--- config.mk ---
export PLATFORM = sky130hd
export DESIGN_NAME = smram_vis
export DESIGN_NICKNAME = d
export VERILOG_FILES = /design/src/rtl/smram_vis_pkg.sv /design/src/rtl/smram_ctrl.sv /design/src/rtl/smram_route.sv /design/src/rtl/smram_vis.sv
export SDC_FILE = /design/constraint.sdc
export NUM_CORES = 1
export LEC_CHECK = 0
export BUFFER_PORTS_ARGS = -buffer_cell sky130_fd_sc_hd__buf_2
export CORE_UTILIZATION = 38
export CTS_BUF_LIST = sky130_fd_sc_hd__clkbuf_4
export DETAILED_ROUTE_END_ITERATION = 8
export GPL_ROUTABILITY_DRIVEN = 1
export PLACE_DENSITY = 0.88
export SYNTH_ARGS = -nofsm -noshare
export SYNTH_HDL_FRONTEND = slang
export SYNTH_SLANG_ARGS = --single-unit
--- constraint.sdc ---
create_clock -name clk -period 2.4 [get_ports clk]
set_clock_uncertainty 0.1 [all_clocks]
set_input_delay 0.24 -clock clk [delete_from_list [all_inputs] [get_ports clk]]
set_output_delay 0.24 -clock clk [all_outputs]
set_load 0.005 [all_outputs]
--- src/rtl/smram_vis_pkg.sv ---
package smram_vis_pkg;

  typedef enum logic [1:0] {
    ROUTE_NONE = 2'b00,
    ROUTE_DRAM = 2'b01,
    ROUTE_PCI  = 2'b10
  } route_e;

  // Strobes from the register side to the address decoder
  typedef struct packed {
    logic lowOpen;   // non-SMM sees DRAM in the low window
    logic highOpen;  // non-SMM sees DRAM at the high alias
    logic lowSmm;    // SMM sees DRAM in the low window
    logic highSmm;   // SMM sees DRAM at the high alias
  } winStrobe_t;

  localparam int OPEN_BIT = 6;
  localparam int LOCK_BIT = 4;
  localparam int GEN_BIT  = 3;
  localparam int HIGH_BIT = 7;

  localparam logic [7:0] CTRL_WMASK = 8'h58;
  localparam logic [7:0] EXT_WMASK  = 8'h80;

endpackage

--- src/rtl/smram_ctrl.sv ---
module smram_ctrl
  import smram_vis_pkg::*;
#(
  parameter logic [7:0] CTRL_DEFAULT = 8'h02,
  parameter logic [7:0] EXT_DEFAULT  = 8'h00
) (
  input  logic       clk,
  input  logic       rstN,
  input  logic       wrEn,
  input  logic       wrSel,
  input  logic [7:0] wrData,
  output logic [7:0] ctrlQ,
  output logic [7:0] extQ,
  output winStrobe_t strobe
);

  logic [7:0] ctrlNext;
  logic       locked;

  assign locked = ctrlQ[LOCK_BIT];

  always_comb begin
    ctrlNext = (ctrlQ & ~CTRL_WMASK) | (wrData & CTRL_WMASK);
    if (wrData[LOCK_BIT]) ctrlNext[OPEN_BIT] = 1'b0;
  end

  always_ff @(posedge clk or negedge rstN) begin
    if (!rstN) begin
      ctrlQ <= CTRL_DEFAULT;
      extQ  <= EXT_DEFAULT;
    end else if (wrEn) begin
      if (!wrSel) begin
        if (!locked) ctrlQ <= ctrlNext;
      end else begin
        extQ <= (extQ & ~EXT_WMASK) | (wrData & EXT_WMASK);
      end
    end
  end

  always_comb begin
    strobe.lowOpen  = ctrlQ[OPEN_BIT] & ~extQ[HIGH_BIT];
    strobe.highOpen = ctrlQ[OPEN_BIT] &  extQ[HIGH_BIT];
    strobe.lowSmm   = ctrlQ[GEN_BIT]  & ~extQ[HIGH_BIT];
    strobe.highSmm  = ctrlQ[GEN_BIT]  &  extQ[HIGH_BIT];
  end

endmodule

--- src/rtl/smram_route.sv ---
module smram_route
  import smram_vis_pkg::*;
#(
  parameter int ADDR_W = 32,
  parameter logic [ADDR_W-1:0] LOW_BASE  = 32'h000A_0000,
  parameter logic [ADDR_W-1:0] HIGH_BASE = 32'hFEDA_0000,
  parameter logic [ADDR_W-1:0] WIN_BYTES = 32'h0002_0000
) (
  input  logic [ADDR_W-1:0] accAddr,
  input  logic              smmAccess,
  input  winStrobe_t        strobe,
  output route_e            route
);

  localparam int NWIN = 2;
  localparam logic [NWIN-1:0][ADDR_W-1:0] BASES = {HIGH_BASE, LOW_BASE};

  logic [NWIN-1:0] hit;

  // Wrapping subtract: one compare per window covers both edges
  for (genvar w = 0; w < NWIN; w++) begin : g_win
    logic [ADDR_W-1:0] offset;
    assign offset = accAddr - BASES[w];
    assign hit[w] = offset < WIN_BYTES;
  end

  logic lowDram, highDram;
  assign lowDram  = strobe.lowOpen  | (smmAccess & strobe.lowSmm);
  assign highDram = strobe.highOpen | (smmAccess & strobe.highSmm);

  always_comb begin
    route = ROUTE_NONE;
    if (hit[0])      route = lowDram  ? ROUTE_DRAM : ROUTE_PCI;
    else if (hit[1]) route = highDram ? ROUTE_DRAM : ROUTE_NONE;
  end

endmodule

--- src/rtl/smram_vis.sv ---
module smram_vis
  import smram_vis_pkg::*;
#(
  parameter int ADDR_W = 32,
  parameter logic [ADDR_W-1:0] LOW_BASE  = 32'h000A_0000,
  parameter logic [ADDR_W-1:0] HIGH_BASE = 32'hFEDA_0000,
  parameter logic [ADDR_W-1:0] WIN_BYTES = 32'h0002_0000,
  parameter logic [7:0] CTRL_DEFAULT = 8'h02,
  parameter logic [7:0] EXT_DEFAULT  = 8'h00
) (
  input  logic              clk,
  input  logic              rstN,
  input  logic              cfgWrEn,
  input  logic              cfgWrSel,
  input  logic [7:0]        cfgWrData,
  input  logic              smmAccess,
  input  logic [ADDR_W-1:0] accAddr,
  output logic [1:0]        route,
  output logic [7:0]        ctrlByte,
  output logic [7:0]        extByte
);

  winStrobe_t strobe;
  route_e     routeE;

  smram_ctrl #(.CTRL_DEFAULT(CTRL_DEFAULT), .EXT_DEFAULT(EXT_DEFAULT)) u_ctrl (
    .clk(clk), .rstN(rstN), .wrEn(cfgWrEn), .wrSel(cfgWrSel), .wrData(cfgWrData),
    .ctrlQ(ctrlByte), .extQ(extByte), .strobe(strobe)
  );

  smram_route #(.ADDR_W(ADDR_W), .LOW_BASE(LOW_BASE), .HIGH_BASE(HIGH_BASE),
                .WIN_BYTES(WIN_BYTES)) u_route (
    .accAddr(accAddr), .smmAccess(smmAccess), .strobe(strobe), .route(routeE)
  );

  assign route = routeE;

endmodule

==> metrics.yaml <==
global_routing:
  grt_max_degree: 9
  met3_usage_pct: 2.45
  met1_usage_pct: 18.8
  grtUsageTotal_pct: 17.0
  grt_pass1_wl_um: 2500
  gr-total-overflow: 0
  grt_use_met2_pct: 31.2
  grt_pass1_vias: 649
  top_usage_layer: "met2"
  antenna_found_initial: 0
worst_setup_path:
  r2r-start: "u_ctrl.ctrlQ[4]"
  crit_required_ps: 2060
  crit_fanout: 3
  critPathLaunchType: "flip-flop"
  worstSetupPathType: "reg -> out"
  worstSetupEndpointType: "output port"
  cp_slowest_cell: "or4_4"
  crit_path_cell_trace: "a21oi_1, nor3b_2, nand4_1, or4_4, o41ai_2, buf_2"
  r2r_end: "u_ctrl.ctrlQ[3]"
  rrSetupSlack_ps: 1090
  cp_slowest_stage_delay_ps: 550
  cp_data_arrival_time_ps: 2070
  r2r_cells: 2
flow_run:
  max_cap_viol_count: 0
layout:
  final_net_count: 176
  num_antenna_cells: 0
  fillers: 144
  utilization_pct: 58.8
  syn2layout_area_growth_pct: 37.5
  drive_above_1_share_pct: 40.6
sta:
  setup_viol: 1
  finalSetupTns_ps: -10.5
  period_needed_ps: 2410
  rsz0062_at_grt: "true"
  hold_violations: 0
  min_period_over_period_pct: 100
  setup_ws_ps: -10.5
  slew_viol_final: 0
  maxClockFrequency_mhz: 415
synthesis:
  synth_most_common_cell: "buf_4"
  synth_top_family_by_area: "simple AND/OR/NAND/NOR gates"
  synth_compound_area_share_pct: 23.9
  synth_cells: 91
  synthAdderAreaFrac_pct: 1.86
  synth_flop_cell: "dfrtp_1"
  synthArstFlopShare_pct: 100
  yosys.cell_types.count: 38
  synth_top_cell_by_area: "dfrtp_1"
  synth.cell_area_um2: 674
  yosys_warnings: 0
  synth-xor-area-share_pct: 1.30
  muxShareOfSynthArea_pct: 7.98
  synth_area_leaders: "dfrtp_1 (15%), buf_4 (13%), mux2_2 (5.0%), inv_1 (3.9%), nor2_1 (3.9%)"
  avgSynthCellArea_um2: 7.41
  synth_seq_cells: 4
  netlist.area_leader.share_pct: 14.8
  yosys-top-cells-count: "buf_4 (12), inv_1 (7), nor2_1 (7)"
  synth-edff-count: 0
  synth_simple_gate_area_share_pct: 31.7
  yosysSeqAreaShare_pct: 14.8
die:
  ios: 63
  die-area_mm2: 0.00195
  die_h_um: 44.1
  row_count: 14
  floorplan.initialDensity_pct: 42.8
  core_area_mm2: 0.00158
  dieWidth_um: 44.1
worst_hold_path:
  hp-class: "in -> reg"
  min_to: "u_ctrl.extQ[7]"
  min_path_cells: 2
  hp-start: "cfgWrData[7]"
status:
  violations: "design-rule violations, negative setup slack"
  status: "finished, violations left"
clocking:
  htreeDepth: 1
  clk_pin_slew_worst_paths_ps: 40
  cts_sinks: 4
  cts_buffer_depth: 2
  cts_root_buf: "clkbuf_4"
  clk_latency_ps: 230
  cts_made_buffers: 3
  tritoncts: "done"
place:
  hpwl_um: 1280
  gp_congestion: 0.802
  port_buffers: 29
  place_ws_ps: -12.3
routing:
  ant_nets: 0
  first_pass_iters: 6
  finalWirelength_um: 1650
  vias: 803
  detail_route.iter0.violations: 20
  via_per_inst: 5.58
  drcViolationCount: 2
  post_drt_wl_per_cell_um: 11.5
power_and_ir_drop:
  power_density_mw_per_mm2: 343
  p_leak_uw: 0.000432
  ir_worst_vdd_uv: 239
## worst max-delay path by stage
stage                               start  slack [ps]  endpoint  cells past startpoint
after floorplan               accAddr[17]         320  route[0]                      7
after global placement        accAddr[17]          30  route[0]                      9
after detailed placement      accAddr[17]         -10  route[0]                      9
after CTS                     accAddr[17]          10  route[0]                      9
after global routing      u_ctrl.ctrlQ[3]        -100  route[0]                      6
final                     u_ctrl.ctrlQ[3]         -10  route[0]                      6
## report_power, final
part | leakage (µW) | internal [µW] | switching (µW) | total, µW
sequential | 0.0000453 | 80.3 | 10.1 | 90.4
clock | 0.0000138 | 55.7 | 24.4 | 80.2
combinational | 0.000373 | 74.5 | 72.7 | 147
total | 0.000432 | 211 | 107 | 318
## state kept, by name, indices dropped and copies added, names as in the netlist
name,flops
u_ctrl.ctrlQ,3
u_ctrl.extQ,1
## what timing repair did
| item | 4_1_cts | 5_1_grt |
|---|---|---|
| setup endpoints to repair | 1 | 1 |
| pin swaps | 0 | 7 |
| hold buffers | 1 | 0 |
| hold endpoints to repair | 4 | 0 |
| gates resized for setup | 1 | 14 |
| setup buffers | 0 | 4 |
## area by class of cell
type,count,area [µm²],share of cell area (%)
Multi-Input combinational cell,78,537,57.9
Timing Repair Buffer,36,216,23.3
Sequential cell,4,100,10.8
Inverter,7,31.3,3.37
Clock buffer,3,22.5,2.43
Tap cell,16,20.0,2.16
## critical path, delay by kind of cell, from the launching register on
kind / cells / cell delay [ps]
DFF: 1 / 360
buffers and inverters: 1 / 160
AOI/OAI and AO/OA: 2 / 390
and+or+nand+nor: 3 / 930
## cell families (layout without fill, tap and decap cells)
family                     count (synthesis)  count (layout)
AOI/OAI and AO/OA                         21              21
xor gates and xnor gates                   1               1
adders and majority gates                  1               1
buffers and inverters                     19              46
DFF                                        4               4
muxes                                      5               5
other                                      2              12
and+or+nand+nor                           38              38
## through the flow
stage | hold slack [ps] | power (µW) | instances | cell area (µm²)
2_1_floorplan | -156 | 166 | 101 | 712
3_3_place_gp | -53.4 | 206 | 136 | 802
3_5_place_dp | -48.6 | 212 | 136 | 802
4_1_cts | 138 | 300 | 140 | 840
5_1_grt | 136 | 344 | 144 | 927
6_report | 145 | 318 | 144 | 927
## layout by cell type, fill, tap and decap left out, types with 2 or more instances in the layout
| cell type | n |
|---|---|
| a21oi_1 | 4 |
| and3_1 | 2 |
| buf_2 | 27 |
| buf_4 | 6 |
| clkbuf_4 | 3 |
| conb_1 | 12 |
| dfrtp_1 | 4 |
| inv_1 | 5 |
| inv_4 | 2 |
| mux2_2 | 3 |
| mux2i_1 | 2 |
| nand2_1 | 5 |
| nand3_1 | 5 |
| nand3b_1 | 2 |
| nand4_1 | 2 |
| nor2_1 | 7 |
| nor3_1 | 2 |
| nor3b_1 | 2 |
| nor4_1 | 2 |
| o211ai_1 | 2 |
| o21ai_0 | 2 |
| or4_1 | 2 |
## per-layer routing
metal | vias up | routed length, µm
met4 | 0 | 33
met2 | 47 | 837
met1 | 359 | 655
met3 | 4 | 125
li1 | 393 | -
met5 | - | 0
(Power assumes the default switching activity.)
